**config.mk**
```make
export PLATFORM = sky130hd
export DESIGN_NAME = clkkey_ctrl
export DESIGN_NICKNAME = d
export VERILOG_FILES = /design/src/rtl/clkkey_pkg.sv /design/src/rtl/clkkey_filter.sv /design/src/rtl/clkkey_div.sv /design/src/rtl/clkkey_hold.sv /design/src/rtl/clkkey_ctrl.sv
export SDC_FILE = /design/constraint.sdc
export NUM_CORES = 1
export LEC_CHECK = 0
export BUFFER_PORTS_ARGS = -buffer_cell sky130_fd_sc_hd__buf_2
export CORE_UTILIZATION = 40
export DETAILED_ROUTE_END_ITERATION = 10
export PLACE_DENSITY = 0.53
export SKIP_CTS_REPAIR_TIMING = 1
export SYNTH_ARGS = -nofsm -noshare
export SYNTH_HDL_FRONTEND = slang
export SYNTH_SLANG_ARGS = --single-unit
```
**constraint.sdc**
```tcl
create_clock -name clk -period 7.2 [get_ports clk]
set_clock_uncertainty 0.05 [all_clocks]
set_input_delay 0.72 -clock clk [delete_from_list [all_inputs] [get_ports clk]]
set_output_delay 0.72 -clock clk [all_outputs]
set_load 0.05 [all_outputs]
```
**src/rtl/clkkey_pkg.sv**
```systemverilog
package clkkey_pkg;

  typedef enum logic [1:0] {
    MODE_RUN   = 2'd0,
    MODE_ALARM = 2'd1,
    MODE_SET   = 2'd2
  } mode_e;

  typedef enum logic {
    TGT_HOUR = 1'b0,
    TGT_MIN  = 1'b1
  } tgt_e;

  localparam int KEY_MODE = 0;
  localparam int KEY_SEL  = 1;
  localparam int KEY_ADJ  = 2;
  localparam int NUM_KEYS = 3;

  function automatic mode_e mode_step(mode_e m);
    case (m)
      MODE_RUN:   return MODE_ALARM;
      MODE_ALARM: return MODE_SET;
      default:    return MODE_RUN;
    endcase
  endfunction

endpackage

```
**src/rtl/clkkey_filter.sv**
```systemverilog
module clkkey_filter #(
  parameter int DEB_LEN = 500_000
) (
  input  logic clk,
  input  logic rst_n,
  input  logic key_n,
  output logic held,
  output logic press
);

  localparam int CW = (DEB_LEN > 1) ? $clog2(DEB_LEN) : 1;
  localparam logic [CW-1:0] CNT_LAST = CW'(DEB_LEN - 1);

  logic          sync1_q, sync2_q;
  logic          stable_q, stable_d;
  logic [CW-1:0] cnt_q, cnt_d;
  logic          press_q, press_d;

  // two-flop synchroniser
  always_ff @(posedge clk or negedge rst_n) begin
    if (!rst_n) begin
      sync1_q <= 1'b1;
      sync2_q <= 1'b1;
    end else begin
      sync1_q <= key_n;
      sync2_q <= sync1_q;
    end
  end

  // debounce: accept a new level only after DEB_LEN agreeing samples
  always_comb begin
    stable_d = stable_q;
    cnt_d    = '0;
    if (sync2_q != stable_q) begin
      if (cnt_q == CNT_LAST) begin
        stable_d = sync2_q;
      end else begin
        cnt_d = cnt_q + 1'b1;
      end
    end
    press_d = stable_q & ~stable_d;
  end

  always_ff @(posedge clk or negedge rst_n) begin
    if (!rst_n) begin
      stable_q <= 1'b1;
      cnt_q    <= '0;
      press_q  <= 1'b0;
    end else begin
      stable_q <= stable_d;
      cnt_q    <= cnt_d;
      press_q  <= press_d;
    end
  end

  assign held  = ~stable_q;
  assign press = press_q;

  AST_PRESS_SINGLE: assert property (@(posedge clk) disable iff (!rst_n)
    press |=> !press);

  AST_DEB_BOUND: assert property (@(posedge clk) disable iff (!rst_n)
    cnt_q <= CNT_LAST);

endmodule

```
**src/rtl/clkkey_div.sv**
```systemverilog
module clkkey_div #(
  parameter int DIV = 12_500_000
) (
  input  logic clk,
  input  logic rst_n,
  output logic tick
);

  localparam int CW = (DIV > 1) ? $clog2(DIV) : 1;
  localparam logic [CW-1:0] CNT_LAST = CW'(DIV - 1);

  logic [CW-1:0] cnt_q, cnt_d;
  logic          tick_q, tick_d;

  always_comb begin
    tick_d = (cnt_q == CNT_LAST);
    cnt_d  = tick_d ? '0 : cnt_q + 1'b1;
  end

  always_ff @(posedge clk or negedge rst_n) begin
    if (!rst_n) begin
      cnt_q  <= '0;
      tick_q <= 1'b0;
    end else begin
      cnt_q  <= cnt_d;
      tick_q <= tick_d;
    end
  end

  assign tick = tick_q;

  AST_DIV_BOUND: assert property (@(posedge clk) disable iff (!rst_n)
    cnt_q <= CNT_LAST);

  AST_TICK_PULSE: assert property (@(posedge clk) disable iff (!rst_n)
    (DIV > 1 && tick) |=> !tick);

endmodule

```
**src/rtl/clkkey_hold.sv**
```systemverilog
module clkkey_hold #(
  parameter int HOLD_TICKS = 4
) (
  input  logic clk,
  input  logic rst_n,
  input  logic held,
  input  logic tick,
  output logic long_hold
);

  localparam int CW = $clog2(HOLD_TICKS + 1);
  localparam logic [CW-1:0] CNT_LAST = CW'(HOLD_TICKS - 1);
  localparam logic [CW-1:0] CNT_MAX  = CW'(HOLD_TICKS);

  logic [CW-1:0] cnt_q, cnt_d;
  logic          long_q, long_d;

  always_comb begin
    cnt_d  = cnt_q;
    long_d = long_q;
    if (!held) begin
      cnt_d  = '0;
      long_d = 1'b0;
    end else if (tick && !long_q) begin
      cnt_d = cnt_q + 1'b1;
      if (cnt_q == CNT_LAST) begin
        long_d = 1'b1;
      end
    end
  end

  always_ff @(posedge clk or negedge rst_n) begin
    if (!rst_n) begin
      cnt_q  <= '0;
      long_q <= 1'b0;
    end else begin
      cnt_q  <= cnt_d;
      long_q <= long_d;
    end
  end

  assign long_hold = long_q;

  AST_LONG_RELEASE: assert property (@(posedge clk) disable iff (!rst_n)
    !held |=> !long_hold);

  AST_HOLD_BOUND: assert property (@(posedge clk) disable iff (!rst_n)
    cnt_q <= CNT_MAX);

  AST_LONG_NEEDS_COUNT: assert property (@(posedge clk) disable iff (!rst_n)
    $rose(long_hold) |-> cnt_q == CNT_MAX);

endmodule

```
**src/rtl/clkkey_ctrl.sv**
```systemverilog
module clkkey_ctrl
  import clkkey_pkg::*;
#(
  parameter int DEB_LEN    = 500_000,
  parameter int TICK_DIV   = 12_500_000,
  parameter int REP_DIV    = 5_000_000,
  parameter int HOLD_TICKS = 4
) (
  input  logic clk,
  input  logic rst_n,
  input  logic mode_key_n,
  input  logic sel_key_n,
  input  logic adj_key_n,
  output logic led_hour,
  output logic led_min,
  output logic clk_hr_inc,
  output logic clk_min_inc,
  output logic alm_hr_inc,
  output logic alm_min_inc,
  output logic sec_clr
);

  // reset: asserted asynchronously, released on the clock
  logic rst_meta_q, rst_sync_n;

  always_ff @(posedge clk or negedge rst_n) begin
    if (!rst_n) begin
      rst_meta_q <= 1'b0;
      rst_sync_n <= 1'b0;
    end else begin
      rst_meta_q <= 1'b1;
      rst_sync_n <= rst_meta_q;
    end
  end

  // key conditioning
  logic [NUM_KEYS-1:0] key_n_vec;
  logic [NUM_KEYS-1:0] key_held;
  logic [NUM_KEYS-1:0] key_press;

  assign key_n_vec[KEY_MODE] = mode_key_n;
  assign key_n_vec[KEY_SEL]  = sel_key_n;
  assign key_n_vec[KEY_ADJ]  = adj_key_n;

  for (genvar gi = 0; gi < NUM_KEYS; gi++) begin : g_key
    clkkey_filter #(.DEB_LEN(DEB_LEN)) u_filter (
      .clk   (clk),
      .rst_n (rst_sync_n),
      .key_n (key_n_vec[gi]),
      .held  (key_held[gi]),
      .press (key_press[gi])
    );

    AST_PRESS_WHILE_HELD: assert property (@(posedge clk) disable iff (!rst_sync_n)
      key_press[gi] |-> key_held[gi]);
  end

  // timebases
  logic slow_tick, fast_tick;

  clkkey_div #(.DIV(TICK_DIV)) u_slow_div (
    .clk   (clk),
    .rst_n (rst_sync_n),
    .tick  (slow_tick)
  );

  clkkey_div #(.DIV(REP_DIV)) u_fast_div (
    .clk   (clk),
    .rst_n (rst_sync_n),
    .tick  (fast_tick)
  );

  // hold detection for adjust and select keys
  logic adj_long, sel_long;

  clkkey_hold #(.HOLD_TICKS(HOLD_TICKS)) u_adj_hold (
    .clk       (clk),
    .rst_n     (rst_sync_n),
    .held      (key_held[KEY_ADJ]),
    .tick      (slow_tick),
    .long_hold (adj_long)
  );

  clkkey_hold #(.HOLD_TICKS(HOLD_TICKS)) u_sel_hold (
    .clk       (clk),
    .rst_n     (rst_sync_n),
    .held      (key_held[KEY_SEL]),
    .tick      (slow_tick),
    .long_hold (sel_long)
  );

  // state, target and strobe registers
  mode_e mode_q, mode_d;
  tgt_e  tgt_q, tgt_d;
  logic  inc_any;
  logic  clk_hr_q, clk_hr_d, clk_min_q, clk_min_d;
  logic  alm_hr_q, alm_hr_d, alm_min_q, alm_min_d;
  logic  sec_clr_q, sec_clr_d;

  always_comb begin
    mode_d = mode_q;
    if (key_press[KEY_MODE]) begin
      mode_d = mode_step(mode_q);
    end
    tgt_d = tgt_q;
    if (key_press[KEY_SEL]) begin
      tgt_d = (tgt_q == TGT_HOUR) ? TGT_MIN : TGT_HOUR;
    end

    inc_any   = key_press[KEY_ADJ] | (adj_long & fast_tick);
    clk_hr_d  = inc_any && (mode_q == MODE_SET)   && (tgt_q == TGT_HOUR);
    clk_min_d = inc_any && (mode_q == MODE_SET)   && (tgt_q == TGT_MIN);
    alm_hr_d  = inc_any && (mode_q == MODE_ALARM) && (tgt_q == TGT_HOUR);
    alm_min_d = inc_any && (mode_q == MODE_ALARM) && (tgt_q == TGT_MIN);
    sec_clr_d = sel_long && (mode_q == MODE_RUN);
  end

  always_ff @(posedge clk or negedge rst_sync_n) begin
    if (!rst_sync_n) begin
      mode_q    <= MODE_RUN;
      tgt_q     <= TGT_HOUR;
      clk_hr_q  <= 1'b0;
      clk_min_q <= 1'b0;
      alm_hr_q  <= 1'b0;
      alm_min_q <= 1'b0;
      sec_clr_q <= 1'b0;
    end else begin
      mode_q    <= mode_d;
      tgt_q     <= tgt_d;
      clk_hr_q  <= clk_hr_d;
      clk_min_q <= clk_min_d;
      alm_hr_q  <= alm_hr_d;
      alm_min_q <= alm_min_d;
      sec_clr_q <= sec_clr_d;
    end
  end

  assign led_hour    = (mode_q != MODE_RUN) && (tgt_q == TGT_HOUR);
  assign led_min     = (mode_q != MODE_RUN) && (tgt_q == TGT_MIN);
  assign clk_hr_inc  = clk_hr_q;
  assign clk_min_inc = clk_min_q;
  assign alm_hr_inc  = alm_hr_q;
  assign alm_min_inc = alm_min_q;
  assign sec_clr     = sec_clr_q;

  AST_MODE_LEGAL: assert property (@(posedge clk) disable iff (!rst_sync_n)
    mode_q != 2'd3);

  AST_MODE_ORDER: assert property (@(posedge clk) disable iff (!rst_sync_n)
    !$stable(mode_q) |-> mode_q == mode_step($past(mode_q)));

  AST_LED_EXCL: assert property (@(posedge clk) disable iff (!rst_sync_n)
    !(led_hour && led_min));

  AST_STROBE_ONEHOT: assert property (@(posedge clk) disable iff (!rst_sync_n)
    $onehot0({clk_hr_inc, clk_min_inc, alm_hr_inc, alm_min_inc}));

  AST_RUN_QUIET: assert property (@(posedge clk) disable iff (!rst_sync_n)
    (mode_q == MODE_RUN) |=> !(clk_hr_inc || clk_min_inc || alm_hr_inc || alm_min_inc));

  AST_SET_ROUTE: assert property (@(posedge clk) disable iff (!rst_sync_n)
    (mode_q == MODE_SET) |=> !(alm_hr_inc || alm_min_inc));

  AST_ALARM_ROUTE: assert property (@(posedge clk) disable iff (!rst_sync_n)
    (mode_q == MODE_ALARM) |=> !(clk_hr_inc || clk_min_inc));

  AST_SECCLR_RUN_ONLY: assert property (@(posedge clk) disable iff (!rst_sync_n)
    (mode_q != MODE_RUN) |=> !sec_clr);

endmodule

```
# [Word-level counts from Yosys, hierarchy flattened]
# Index checks and enable logic that the tools add are counted.
[classes] bitwise_logic=9 n_addsub=7 eq_ne=12 reduce_logical=21 mux=26
[ops] op="two-way mux 19 bit" count=6
[ops] op="adder 19 x 1 -> 19 bit, second input constant" count=3
[ops] op="equality test 19 bit, second input constant" count=3
[ops] op="adder 24 x 1 -> 24 bit, second input constant" count=1
[ops] op="equality test 24 bit, second input constant" count=1
[ops] op="two-way mux 24 bit" count=1
[ops] op="adder 23 x 1 -> 23 bit, second input constant" count=1
[ops] op="equality test 23 bit, second input constant" count=1
[ops] op="two-way mux 23 bit" count=1
[ops] op="two-way mux 1 bit" count=13
[ops] op="two-way mux 3 bit" count=4
[ops] op="logical AND 1 bit" count=11
[ops] op="nonzero test 2 bit" count=5
[ops] op="adder 3 x 1 -> 3 bit, second input constant" count=2
[ops] op="equality test 3 x 2 -> 1 bit, second input constant" count=2
[ops] op="AND 1 bit" count=4
[ops] op="inverter 1 bit" count=4
[ops] op="one-hot mux 2 bit (2 select lines)" count=1
[ops] op="AND reduction 2 bit" count=2
[ops] op="!= test 1 bit" count=3
[ops] op="equality test 2 x 1 -> 1 bit, second input constant" count=1
[ops] op="equality test 2 bit, second input constant" count=1
[ops] op="zero test 1 bit" count=2
[ops] op="zero test 2 bit" count=1
[ops] op="bitwise OR 1 bit" count=1
[totals] register_bits=136 out_inout_bits=7 word_cells=107 inputBits=5

# [Logic depth before layout (Yosys ltp)]
[logic_depth] word_depth=5 mapped_depth=6 depth_no_buf=5

# [By module]
# Synthesis repeated with hierarchy kept, for this count alone.
[hier_totals] cells_unflattened=614 hier_area_um2=6418.7
[modules_own_cells] mod="clkkey_filter" seq_area_each_um2=579.3 area_each_um2=1084.8 cells_each=109 instances=3
[modules_own_cells] mod="clkkey_div at u_slow_div" seq_area_each_um2=625.6 area_each_um2=1202.4 cells_each=117 instances=1
[modules_own_cells] mod="clkkey_div at u_fast_div" seq_area_each_um2=600.6 area_each_um2=1184.9 cells_each=108 instances=1
[modules_own_cells] mod="clkkey_hold" seq_area_each_um2=100.1 area_each_um2=209.0 cells_each=18 instances=2
[modules_own_cells] mod="clkkey_ctrl" seq_area_each_um2=250.2 area_each_um2=359.1 cells_each=26 instances=1

# [Worst setup path after synthesis]
# No wires, ideal clock.
[synth_timing] path_type="reg2reg" startpoint="reg g_key[0].u_filter.cnt_q[9]" endpoint="reg g_key[0].u_filter.cnt_q[10]" stages_incl_launch_ff=6 required_ns=7.031 synth_period_minus_slack_ns=2.052 n_path_buf=1 arrival_ns=1.883 setup_time_ns=0.119 slack_ns=5.148 cell_sequence="dfrtp_1 > or4b_1 > or4_4 > o21ai_4 > buf_6 > nor2_1"
[synth_via] elab_chain_len=3 elab_cells_between_ends=4 cone_classes="1 x add/sub; 1 x eq/ne; 2 x mux"
[synth_lines] element="from (decl)" line_no="clkkey_filter.sv:16" source="logic [CW-1:0] cnt_q, cnt_d;"
[synth_lines] element="from (signal assigned)" line_no="clkkey_filter.sv:51" source="cnt_q <= cnt_d;"
[synth_lines] element="adder 19 x 1 -> 19 bit or equality test 19 bit (tied branches)" line_no="clkkey_filter.sv:38, clkkey_filter.sv:35"
[synth_lines] element="two-way mux 19 bit *" line_no="clkkey_filter.sv:35" source="if (cnt_q == CNT_LAST) begin"
[synth_lines] element="two-way mux 19 bit *" line_no="clkkey_filter.sv:34" source="if (sync2_q != stable_q) begin"
[synth_lines] element="named net g_key[0].u_filter.cnt_d[10]" line_no="clkkey_filter.sv:16"
# The timed path passes the listed nets; every way through them passes the cells marked *.
# A chain may end at the register's enable or synchronous reset.

# [Worst setup path in the final report]
[layout_timing] startpoint="reg g_key[2].u_filter.cnt_q[0]" endpoint="reg g_key[2].u_filter.cnt_q[2]"
[layout_via] elab_chain_len=3 elab_cells_between_ends=4 cone_classes="1 x add/sub; 1 x eq/ne; 2 x mux"
[layout_lines] element="from (decl)" line_no="clkkey_filter.sv:16"
[layout_lines] element="from (signal assigned)" line_no="clkkey_filter.sv:51"
[layout_lines] element="adder 19 x 1 -> 19 bit or equality test 19 bit (tied branches)" line_no="clkkey_filter.sv:38, clkkey_filter.sv:35"
[layout_lines] element="two-way mux 19 bit *" line_no="clkkey_filter.sv:35"
[layout_lines] element="two-way mux 19 bit *" line_no="clkkey_filter.sv:34"
[layout_lines] element="named net g_key[2].u_filter.cnt_d[2]" line_no="clkkey_filter.sv:16"
# Marked as above.

==> flow_summary.json <==
{
  "p_clk_share_pct": 53.1,
  "worst-r2r-setup-slack_ns": 4.77,
  "die_w_um": 128,
  "hold_slack_ns": 0.297,
  "clock_latency_ns": 0.42,
  "p_switching_mw": 0.354,
  "cp.arrival_ns": 2.62,
  "syn_area_per_cell_um2": 10.4,
  "synth_edf_count": 0,
  "ir_worst_vdd_uv": 173,
  "p_leak_nw": 2.99,
  "r2r_cells": 5,
  "drtIter0Drc": 249,
  "setup_slack_ns": 4.77,
  "n_antenna_cell": 0,
  "syn_to_final_growth_pct": 14.6,
  "hold_class": "register to register",
  "clockRootBuffer": "clkbuf_16",
  "grt_start_max_net_pins": 79,
  "drv_cap": 0,
  "setup_viol": 0,
  "fin_tns_setup_ns": 0,
  "combPwrFrac_pct": 1.5,
  "cts_made_buffers": 17,
  "hold_viol": 0,
  "crit_start": "g_key[2].u_filter.cnt_q[0]",
  "cts_buffer_depth": 2,
  "fin_crit_ns": 2.43,
  "synth-seq-area-share_pct": 53.8,
  "synthCells": 608,
  "required_ns": 7.39,
  "via_per_inst": 5.25,
  "dpl_cell_area_um2": 6630,
  "ys.flop_type": "dfrtp_1",
  "crit_path_end_kind": "register",
  "worstHoldEndpoint": "rst_sync_n",
  "row_count": 45,
  "antenna_found_initial": 0,
  "p_seq_share_pct": 45.4,
  "slowest_delay_ns": 0.99,
  "clkTransAtPathRegs_ns": 0.06,
  "synthArstFlopShare_pct": 100,
  "grt_pass1_vias": 4513,
  "fin_util_pct": 47.4,
  "via_count": 4480,
  "ys_ff_latch": 136,
  "critPathMaxFanout": 18,
  "place.gp.congestion": 0.829,
  "post_drt_wl_per_cell_um": 14.4,
  "rsz0062_at_grt": "no",
  "path_cells": "ha_1, and4_1, nand2_1, o31ai_2, nor2_1",
  "maxSlewViolCount": 0,
  "final_nets": 644,
  "finalPower_mw": 1.73,
  "ys_types": 59,
  "cts_tree": "done",
  "swShare_pct": 20.4,
  "fmax_mhz": 411,
  "cp-start-kind": "register",
  "syn-num-nets": 622,
  "detail-route-antenna-nets": 0,
  "critPathKind": "register to register",
  "finalCritPeriodShare_pct": 33.8,
  "instances_no_fill": 854,
  "die_area_um2": 16400,
  "grt-ovfl-total": 0,
  "cts-htree-levels": 4,
  "dp.cells": 821,
  "syn_area_um2": 6340,
  "worst_pin_slew_ns": 1.19,
  "drc": 0,
  "fin_area_um2": 7260,
  "p_per_area_nw_per_um2": 238,
  "fp.coreArea_um2": 15300,
  "p_int_mw": 1.38,
  "first_pass_iters": 4,
  "grt_use_total_pct": 17.0,
  "outcome": "finished clean",
  "pre_cts_slack_ns": 4.76,
  "die_h_um": 128,
  "cts_sinks": 136,
  "drive_gt1_share_pct": 11.2,
  "ys_warn_count": 0,
  "dp_hpwl_um": 8200,
  "pin_count": 12,
  "r2r-start": "g_key[2].u_filter.cnt_q[0]",
  "routed_wl_um": 12300,
  "maxSlewHeadroom_pct": 20.1,
  "slowest_stage": "o31ai_2",
  "holdCritStartpoint": "rst_meta_q",
  "holdPathStages": 0,
  "io_buffer_count": 11,
  "reg2reg_to": "g_key[2].u_filter.cnt_q[2]",
  "start_util_pct": 41.4,
  "grt_pass1_wl_um": 21700
}
-- placed cells by master, fill, tap and decap left out, types with 5 or more instances in the layout --
cell type / instances
or4_1: 10
or3_1: 14
nor2b_1: 5
nand4_1: 30
dfrtp_1: 126
nand2_1: 41
and4_1: 7
o31ai_1: 6
o21ai_0: 14
mux2i_1: 5
nand3_1: 39
dfstp_2: 9
nor3_1: 21
inv_1: 14
xor2_1: 28
buf_2: 11
clkbuf_16: 17
ha_1: 9
a21oi_1: 25
nor4_1: 13
nor2_1: 72
and3_1: 9
xnor2_1: 44
-- cell families (layout without fill, tap and decap cells) --
| group | count (synthesis) | count (layout) | share of synthesized area (%) |
|---|---|---|---|
| AND/OR/NAND/NOR | 295 | 295 | 25.2 |
| flip-flops | 136 | 136 | 53.8 |
| XOR/XNOR | 72 | 72 | 9.94 |
| AO/OA/AOI/OAI | 61 | 61 | 6.04 |
| buffers and inverters | 25 | 60 | 1.68 |
| adder cells (fa/ha/maj) | 9 | 9 | 1.78 |
| multiplexers | 9 | 9 | 1.50 |
| other | 1 | 1 | 0.0591 |
-- layer usage --
metal | wire length [µm] | share of wire, % | vias up | global-route usage (%)
met1 | 6200 | 50 | 2210 | 22.6
met5 | 0 | 0 | - | 0
met3 | 326 | 2.6 | 9 | 4.92
li1 | - | - | 2220 | -
met4 | 117 | 0.95 | 0 | 6.09
met2 | 5690 | 46 | 41 | 26.3
-- synth_stat cells, types with 13 or more instances --
master     n  area (µm²)
nor4_1    13        81.3
inv_1     14        52.6
o21ai_0   14        70.1
nand4_1   30         188
dfrtp_1  127        3180
xnor2_1   44         385
or3_1     14        87.6
a21oi_1   25         125
nand3_1   39         195
nor3_1    21         105
xor2_1    28         245
nand2_1   41         154
nor2_1    72         270
-- worst max-delay path, delay by kind of cell (launching register included) --
kind,cells,cell delay [ns]
AOI/OAI and AO/OA,1,0.99
and+or+nand+nor,3,0.58
DFF,1,0.41
adders and majority gates,1,0.24
-- how the worst max path moves through the flow --
stage,to,slack [ns]
6_report,g_key[2].u_filter.cnt_q[2],4.77
5_1_grt,g_key[2].u_filter.cnt_q[2],4.53
4_1_cts,g_key[2].u_filter.cnt_q[2],4.71
3_5_place_dp,g_key[2].u_filter.cnt_q[9],4.76
3_3_place_gp,g_key[2].u_filter.cnt_q[13],4.83
2_1_floorplan,alm_hr_inc,3.10
-- state kept, by name, indices dropped and copies added, names as in the netlist, 2 cells and up --
signal	count
g_key.u_filter.cnt_q	57
u_slow_div.cnt_q	24
u_fast_div.cnt_q	23
g_key.u_filter.press	3
g_key.u_filter.stable_q	3
g_key.u_filter.sync1_q	3
g_key.u_filter.sync2_q	3
u_adj_hold.cnt_q	3
u_sel_hold.cnt_q	3
mode_q	2
-- layout make-up --
type | count | area, µm²
clock inverters | 12 | 173
multi-input cells | 447 | 2820
repair buffers | 14 | 80.1
flip-flops and latches | 136 | 3420
clock buffers | 20 | 457
well taps | 211 | 264
fillers | 1410 | 8050
inverters | 14 | 52.6
-- power by group through the flow --
stage               clock network, mW  registers (mW)  logic [mW]
floorplan                           0           0.801      0.0129
global placement                    0           0.798      0.0263
detailed placement                  0           0.799      0.0263
CTS                             0.947           0.785      0.0268
global route                    0.978           0.787      0.0309
finish                          0.919           0.785      0.0258
Power figures use the tool's default switching activity.
